File: src/rtl/sup_pkg.sv
package sup_pkg;

  typedef enum logic [1:0] {
    ST_LV    = 2'd0,
    ST_PWRUP = 2'd1,
    ST_RUN   = 2'd2,
    ST_WDRST = 2'd3
  } supState_t;

  typedef struct packed {
    logic cntClr;
    logic cntInc;
  } ctlStrobes_t;

endpackage

File: src/rtl/sup_datapath.sv
module sup_datapath
  import sup_pkg::*;
#(
  parameter int PWRUP_CYCLES = 20,
  parameter int WDT_CYCLES   = 30,
  parameter int PULSE_CYCLES = 8,
  parameter int SYNC_STAGES  = 2
) (
  input  logic        clk,
  input  logic        porN,
  input  logic        lowVoltIn,
  input  ctlStrobes_t strobes,
  output logic        lvSync,
  output logic        atPwrup,
  output logic        atWdt,
  output logic        atPulse
);

  localparam int MAX_AB  = (PWRUP_CYCLES > WDT_CYCLES) ? PWRUP_CYCLES : WDT_CYCLES;
  localparam int CNT_MAX = (MAX_AB > PULSE_CYCLES) ? MAX_AB : PULSE_CYCLES;
  localparam int CW      = $clog2(CNT_MAX + 1);

  logic [SYNC_STAGES-1:0] syncQ;
  logic [CW-1:0]          cnt;

  // Synchronizer chain; reset to "supply low" so start-up begins held.
  generate
    if (SYNC_STAGES == 1) begin : g_sync1
      always_ff @(posedge clk or negedge porN) begin
        if (!porN) syncQ <= '1;
        else       syncQ <= lowVoltIn;
      end
    end else begin : g_syncN
      always_ff @(posedge clk or negedge porN) begin
        if (!porN) syncQ <= '1;
        else       syncQ <= {syncQ[SYNC_STAGES-2:0], lowVoltIn};
      end
    end
  endgenerate

  assign lvSync = syncQ[SYNC_STAGES-1];

  // One counter serves the start-up hold, the watchdog interval and the pulse.
  always_ff @(posedge clk or negedge porN) begin
    if (!porN)                cnt <= '0;
    else if (strobes.cntClr)  cnt <= '0;
    else if (strobes.cntInc)  cnt <= cnt + 1'b1;
  end

  assign atPwrup = (cnt == CW'(PWRUP_CYCLES - 1));
  assign atWdt   = (cnt == CW'(WDT_CYCLES - 1));
  assign atPulse = (cnt == CW'(PULSE_CYCLES - 1));

  // every window ends before the counter can run past its largest limit
  p_cnt_bound_r5: assert property (@(posedge clk) disable iff (!porN)
    cnt <= CW'(CNT_MAX));

endmodule

File: src/rtl/sup_control.sv
module sup_control
  import sup_pkg::*;
(
  input  logic        clk,
  input  logic        porN,
  input  logic        lvSync,
  input  logic        atPwrup,
  input  logic        atWdt,
  input  logic        atPulse,
  input  logic        startDet,
  input  logic        stopDet,
  input  logic        nvBusy,
  output ctlStrobes_t strobes,
  output logic        hostRstN,
  output logic        commAbort,
  output logic        cmdBlock
);

  supState_t state, stateNext;
  logic      drainWr;
  logic      kick;

  assign kick = startDet | stopDet;

  always_comb begin
    stateNext      = state;
    strobes.cntClr = 1'b0;
    strobes.cntInc = 1'b0;
    unique case (state)
      ST_LV: begin
        strobes.cntClr = 1'b1;
        if (!lvSync) stateNext = ST_PWRUP;
      end
      ST_PWRUP: begin
        if (lvSync) begin
          stateNext      = ST_LV;
          strobes.cntClr = 1'b1;
        end else if (atPwrup) begin
          stateNext      = ST_RUN;
          strobes.cntClr = 1'b1;
        end else begin
          strobes.cntInc = 1'b1;
        end
      end
      ST_RUN: begin
        if (lvSync) begin
          stateNext      = ST_LV;
          strobes.cntClr = 1'b1;
        end else if (kick) begin
          strobes.cntClr = 1'b1;
        end else if (atWdt) begin
          stateNext      = ST_WDRST;
          strobes.cntClr = 1'b1;
        end else begin
          strobes.cntInc = 1'b1;
        end
      end
      ST_WDRST: begin
        if (lvSync) begin
          stateNext      = ST_LV;
          strobes.cntClr = 1'b1;
        end else if (atPulse) begin
          stateNext      = ST_RUN;
          strobes.cntClr = 1'b1;
        end else begin
          strobes.cntInc = 1'b1;
        end
      end
      default: begin
        stateNext      = ST_LV;
        strobes.cntClr = 1'b1;
      end
    endcase
  end

  always_ff @(posedge clk or negedge porN) begin
    if (!porN) state <= ST_LV;
    else       state <= stateNext;
  end

  // Write-drain flag: a write that was busy during low supply keeps new
  // commands refused until it reports done.
  always_ff @(posedge clk or negedge porN) begin
    if (!porN) drainWr <= 1'b0;
    else       drainWr <= nvBusy & (drainWr | (state == ST_LV));
  end

  assign hostRstN  = (state == ST_RUN);
  assign commAbort = (state == ST_LV);
  assign cmdBlock  = (state != ST_RUN) | drainWr;

  // a synchronized supply-low flag holds the host in reset next cycle
  p_lv_reset_r1: assert property (@(posedge clk) disable iff (!porN)
    lvSync |=> !hostRstN);

  // aborting traffic always comes with refused commands and a held host
  p_abort_blocks_r2: assert property (@(posedge clk) disable iff (!porN)
    commAbort |-> (cmdBlock && !hostRstN));

  // a write busy during low supply keeps commands refused
  p_write_drain_r3: assert property (@(posedge clk) disable iff (!porN)
    (commAbort && nvBusy) |=> cmdBlock);

  // the host is only released out of a timed hold
  p_release_path_r4: assert property (@(posedge clk) disable iff (!porN)
    $rose(hostRstN) |-> ($past(state) == ST_PWRUP || $past(state) == ST_WDRST));

  // an expired interval starts a pulse on the next cycle
  p_pulse_enter_r6: assert property (@(posedge clk) disable iff (!porN)
    (state == ST_RUN && atWdt && !kick && !lvSync) |=> (state == ST_WDRST && !hostRstN));

  // bus activity cannot end a pulse early
  p_kick_ignored_r7: assert property (@(posedge clk) disable iff (!porN)
    (state == ST_WDRST && !lvSync && !atPulse) |=> (state == ST_WDRST));

endmodule

File: src/rtl/supervisor_wdt.sv
module supervisor_wdt
  import sup_pkg::*;
#(
  parameter int PWRUP_CYCLES = 20,
  parameter int WDT_CYCLES   = 30,
  parameter int PULSE_CYCLES = 8
) (
  input  logic clk,
  input  logic porN,
  input  logic lowVolt,
  input  logic startDet,
  input  logic stopDet,
  input  logic nvBusy,
  output logic hostRstN,
  output logic commAbort,
  output logic cmdBlock
);

  ctlStrobes_t strobes;
  logic        lvSync;
  logic        atPwrup;
  logic        atWdt;
  logic        atPulse;

  sup_datapath #(
    .PWRUP_CYCLES(PWRUP_CYCLES),
    .WDT_CYCLES  (WDT_CYCLES),
    .PULSE_CYCLES(PULSE_CYCLES),
    .SYNC_STAGES (2)
  ) u_dp (
    .clk      (clk),
    .porN     (porN),
    .lowVoltIn(lowVolt),
    .strobes  (strobes),
    .lvSync   (lvSync),
    .atPwrup  (atPwrup),
    .atWdt    (atWdt),
    .atPulse  (atPulse)
  );

  sup_control u_ctl (
    .clk      (clk),
    .porN     (porN),
    .lvSync   (lvSync),
    .atPwrup  (atPwrup),
    .atWdt    (atWdt),
    .atPulse  (atPulse),
    .startDet (startDet),
    .stopDet  (stopDet),
    .nvBusy   (nvBusy),
    .strobes  (strobes),
    .hostRstN (hostRstN),
    .commAbort(commAbort),
    .cmdBlock (cmdBlock)
  );

endmodule

File: config.mk
export PLATFORM = sky130hd
export DESIGN_NAME = supervisor_wdt
export DESIGN_NICKNAME = d
export VERILOG_FILES = /design/src/rtl/sup_pkg.sv /design/src/rtl/sup_datapath.sv /design/src/rtl/sup_control.sv /design/src/rtl/supervisor_wdt.sv
export SDC_FILE = /design/constraint.sdc
export NUM_CORES = 1
export LEC_CHECK = 0
export CAP_MARGIN = 5
export CORE_AREA = 4 4 46 48
export DETAILED_ROUTE_END_ITERATION = 12
export DIE_AREA = 0 0 50 52
export GPL_TIMING_DRIVEN = 0
export HOLD_SLACK_MARGIN = 0.12
export PLACE_DENSITY = 0.54
export SYNTH_ARGS = -nofsm -noshare
export SYNTH_HDL_FRONTEND = slang
export SYNTH_SLANG_ARGS = --single-unit
export TNS_END_PERCENT = 1
File: constraint.sdc
create_clock -name clk -period 1.55 [get_ports clk]
set_clock_uncertainty 0.05 [all_clocks]
set_input_delay 0.2325 -clock clk [delete_from_list [all_inputs] [get_ports clk]]
set_output_delay 0.2325 -clock clk [all_outputs]
set_load 0.02 [all_outputs]
==> impl_metrics.yaml <==
clock_network:
  cts.sinks: 10
  clkLatencyLatePin_ns: 0.26
  htreeDepth: 1
  cts_tree: "built"
  path_clk_slew_ns: 0.07
  clk_path_buf_depth: 2
  cts_root_buffer: "clkbuf_4"
  numCtsBuffers: 3
cells_and_area:
  syn2layout_area_growth_pct: 29.0
  antenna_cells: 0
  drive_gt1_share_pct: 27.3
  nets: 64
  final_common_cell: "dfrtp_1"
  post-route-util_pct: 38.1
  final_cell_mix: "dfrtp_1, a211oi_1, clkdlybuf4s50_1"
detailed_routing:
  met1_length_um: 450
  antenna_left: 0
  met2_length_um: 366
  first_pass_iters: 4
  wl_per_cell_um: 11.2
  drt-initial-drc-count: 6
  routed_wl_um: 899
  post-route-drc-count: 0
  top_layer: "met4"
  routed_via_density: 4.45
  vias: 356
  route.met3.wl_um: 68
floorplanning:
  dieHeight_um: 52
  num_io_pins: 9
  die-area_um2: 2600
  start_util_pct: 29.5
  die_w_um: 50
  core_area_um2: 1710
  rows: 15
synthesis:
  yosys.area.top_type: "dfrtp_1"
  synth.top_cells.by_area: "dfrtp_1, dfstp_2, a211oi_1, ha_1, xor2_1"
  avgSynthCellArea_um2: 12.3
  syn-cell-area_um2: 504
  synth_warnings: 0
  postSynthCellCount: 41
  yosysTopAreaCellShare_pct: 39.7
  yosysSeqAreaShare_pct: 50.1
  synth_nets: 49
  yosysUniqueCellTypes: 24
  ys_ff_latch: 10
sta:
  finalHoldViolations: 0
  rsz0062_at_grt: "no"
  period_minus_slack_ns: 1.49
  setup_violations: 0
  worst_pin_slew_ns: 0.448
  relSlewSlack_pct: 70.0
  post-route-period-util_pct: 96.3
  drv_slew: 0
  max_freq_mhz: 670
  worst_hold_slack_ns: 0.229
  setup_tns_ns: 0
global_routing:
  grt-ovfl-total: 0
  first_global_vias: 331
  grt_max_degree: 11
  antenna_found_initial: 0
  grt_pass1_wl_um: 1490
  grt_use_total_pct: 7.98
power:
  power_leakage_uw: 0.000256
  peakVddDrop_mv: 0.444
  p_total_uw: 515
  powerDensity_nw_per_um2: 791
flow_run:
  cap_violations: 0
run_status:
  status: "finished clean"
place:
  gp_congestion: 0.703
  port_buffers: 8
  dp_hpwl_um: 644
worst_hold_path:
  hold_class: "input pin to asynchronous set/reset pin"
critical_path:
  critPathMaxFanout: 4
  critical_path_arrival_ns: 1.21
  critical_path_required_ns: 1.27
  cpPeakStageDelay_ns: 0.43
  cp-end-kind: "primary output"
  cp-start-kind: "register"
  crit_chain: "nor2b_4, or2b_1, buf_2"
  timing_worst_setup_path_type: "register to primary output"
  cpMaxStageDelayCell: "dfrtp_2"
metal layers:
layer  vias to the layer above  global-route usage [%]
met5                         -                       0
met4                         0                    6.91
met3                         4                    3.44
met2                        11                    9.35
met1                       162                    10.7
li1                        179                       -
cell usage after synthesis:
library cell  instances
dfrtp_1               8
a211oi_1              5
dfstp_2               2
ha_1                  2
nand3_1               2
nand3b_1              2
nor2_1                2
xor2_1                2
a21oi_1               1
a32oi_2               1
buf_6                 1
inv_1                 1
nand2b_1              1
nand3_2               1
nand4_1               1
nor2b_4               1
nor3_1                1
nor3b_1               1
o21a_1                1
o21ba_2               1
o31a_1                1
or2b_1                1
or3b_4                1
xnor2_1               1
where the power goes:
| group | internal, uW | switching, uW | total, uW | leakage (uW) |
|---|---|---|---|---|
| sequential | 274 | 9.51 | 283 | 0.000126 |
| combinational | 25.2 | 23.4 | 48.6 | 0.000114 |
| clock | 99.1 | 83.5 | 183 | 0.0000150 |
| total | 398 | 116 | 515 | 0.000256 |
worst paths after layout:
| check | from | to | slack [ns] | cells past startpoint |
|---|---|---|---|---|
| worst max-delay path | u_ctl.state[0]$_DFFE_PN0P_ | cmdBlock | 0.06 | 3 |
| worst min-delay path | porN | u_dp.cnt[2]$_DFFE_PN0P_ | 0.23 | 1 |
| worst max register to register | u_dp.cnt[1]$_DFFE_PN0P_ | u_dp.cnt[0]$_DFFE_PN0P_ | 0.17 | 5 |
| worst min register to register | u_dp.syncQ[0]$_DFF_PN1_ | u_dp.syncQ[1]$_DFF_PN1_ | 0.31 | 0 |
| max in group asynchronous | porN | u_dp.syncQ[0]$_DFF_PN1_ | 0.87 | 1 |
| min in group clk | u_dp.syncQ[0]$_DFF_PN1_ | u_dp.syncQ[1]$_DFF_PN1_ | 0.31 | 0 |
registers in the layout (all words and copies together), names as in the netlist:
register,flops
u_dp.cnt,5
u_ctl.state,2
u_ctl.drainWr,1
u_dp.syncQ,2
critical path: cells and delay by family, from the launching register on:
kind | cells | cell delay [ns]
buffers and inverters | 1 | 0.16
and+or+nand+nor | 2 | 0.38
DFF | 1 | 0.43
final cells by class:
cell class | instances | area, um^2
inverters | 1 | 3.75
fillers | 179 | 1060
repair buffers | 10 | 87.6
clock buffers | 4 | 26.3
flip-flops and latches | 10 | 254
multi-input cells | 29 | 236
well taps | 25 | 31.3
plain buffers | 1 | 11.3
stage by stage:
step / std cells / cell area, um^2 / setup slack, ns
floorplan: 41 / 504 / 0.289
global placement: 74 / 616 / -0.114
detailed placement: 74 / 616 / -0.124
CTS: 78 / 636 / 0.00133
global route: 80 / 651 / 0.000715
finish: 80 / 651 / 0.0573
kinds of logic (layout without fill, tap and decap cells):
family | after synthesis | in the layout | share of synthesized area (%)
flip-flops | 10 | 10 | 50.1
buffers and inverters | 2 | 16 | 2.98
AND/OR/NAND/NOR | 14 | 14 | 19.9
AO/OA/AOI/OAI | 10 | 10 | 16.9
XOR/XNOR | 3 | 3 | 5.21
adder cells (fa/ha/maj) | 2 | 2 | 4.96
what timing repair did:
| item | CTS | global route |
|---|---|---|
| hold buffers | 0 | 0 |
| setup endpoints to repair | 3 | 3 |
| gates cloned | 0 | 0 |
| pin swaps | 0 | 0 |
| resized for setup | 7 | 0 |
| buffers inserted | 0 | 2 |
(Power assumes the default switching activity.)
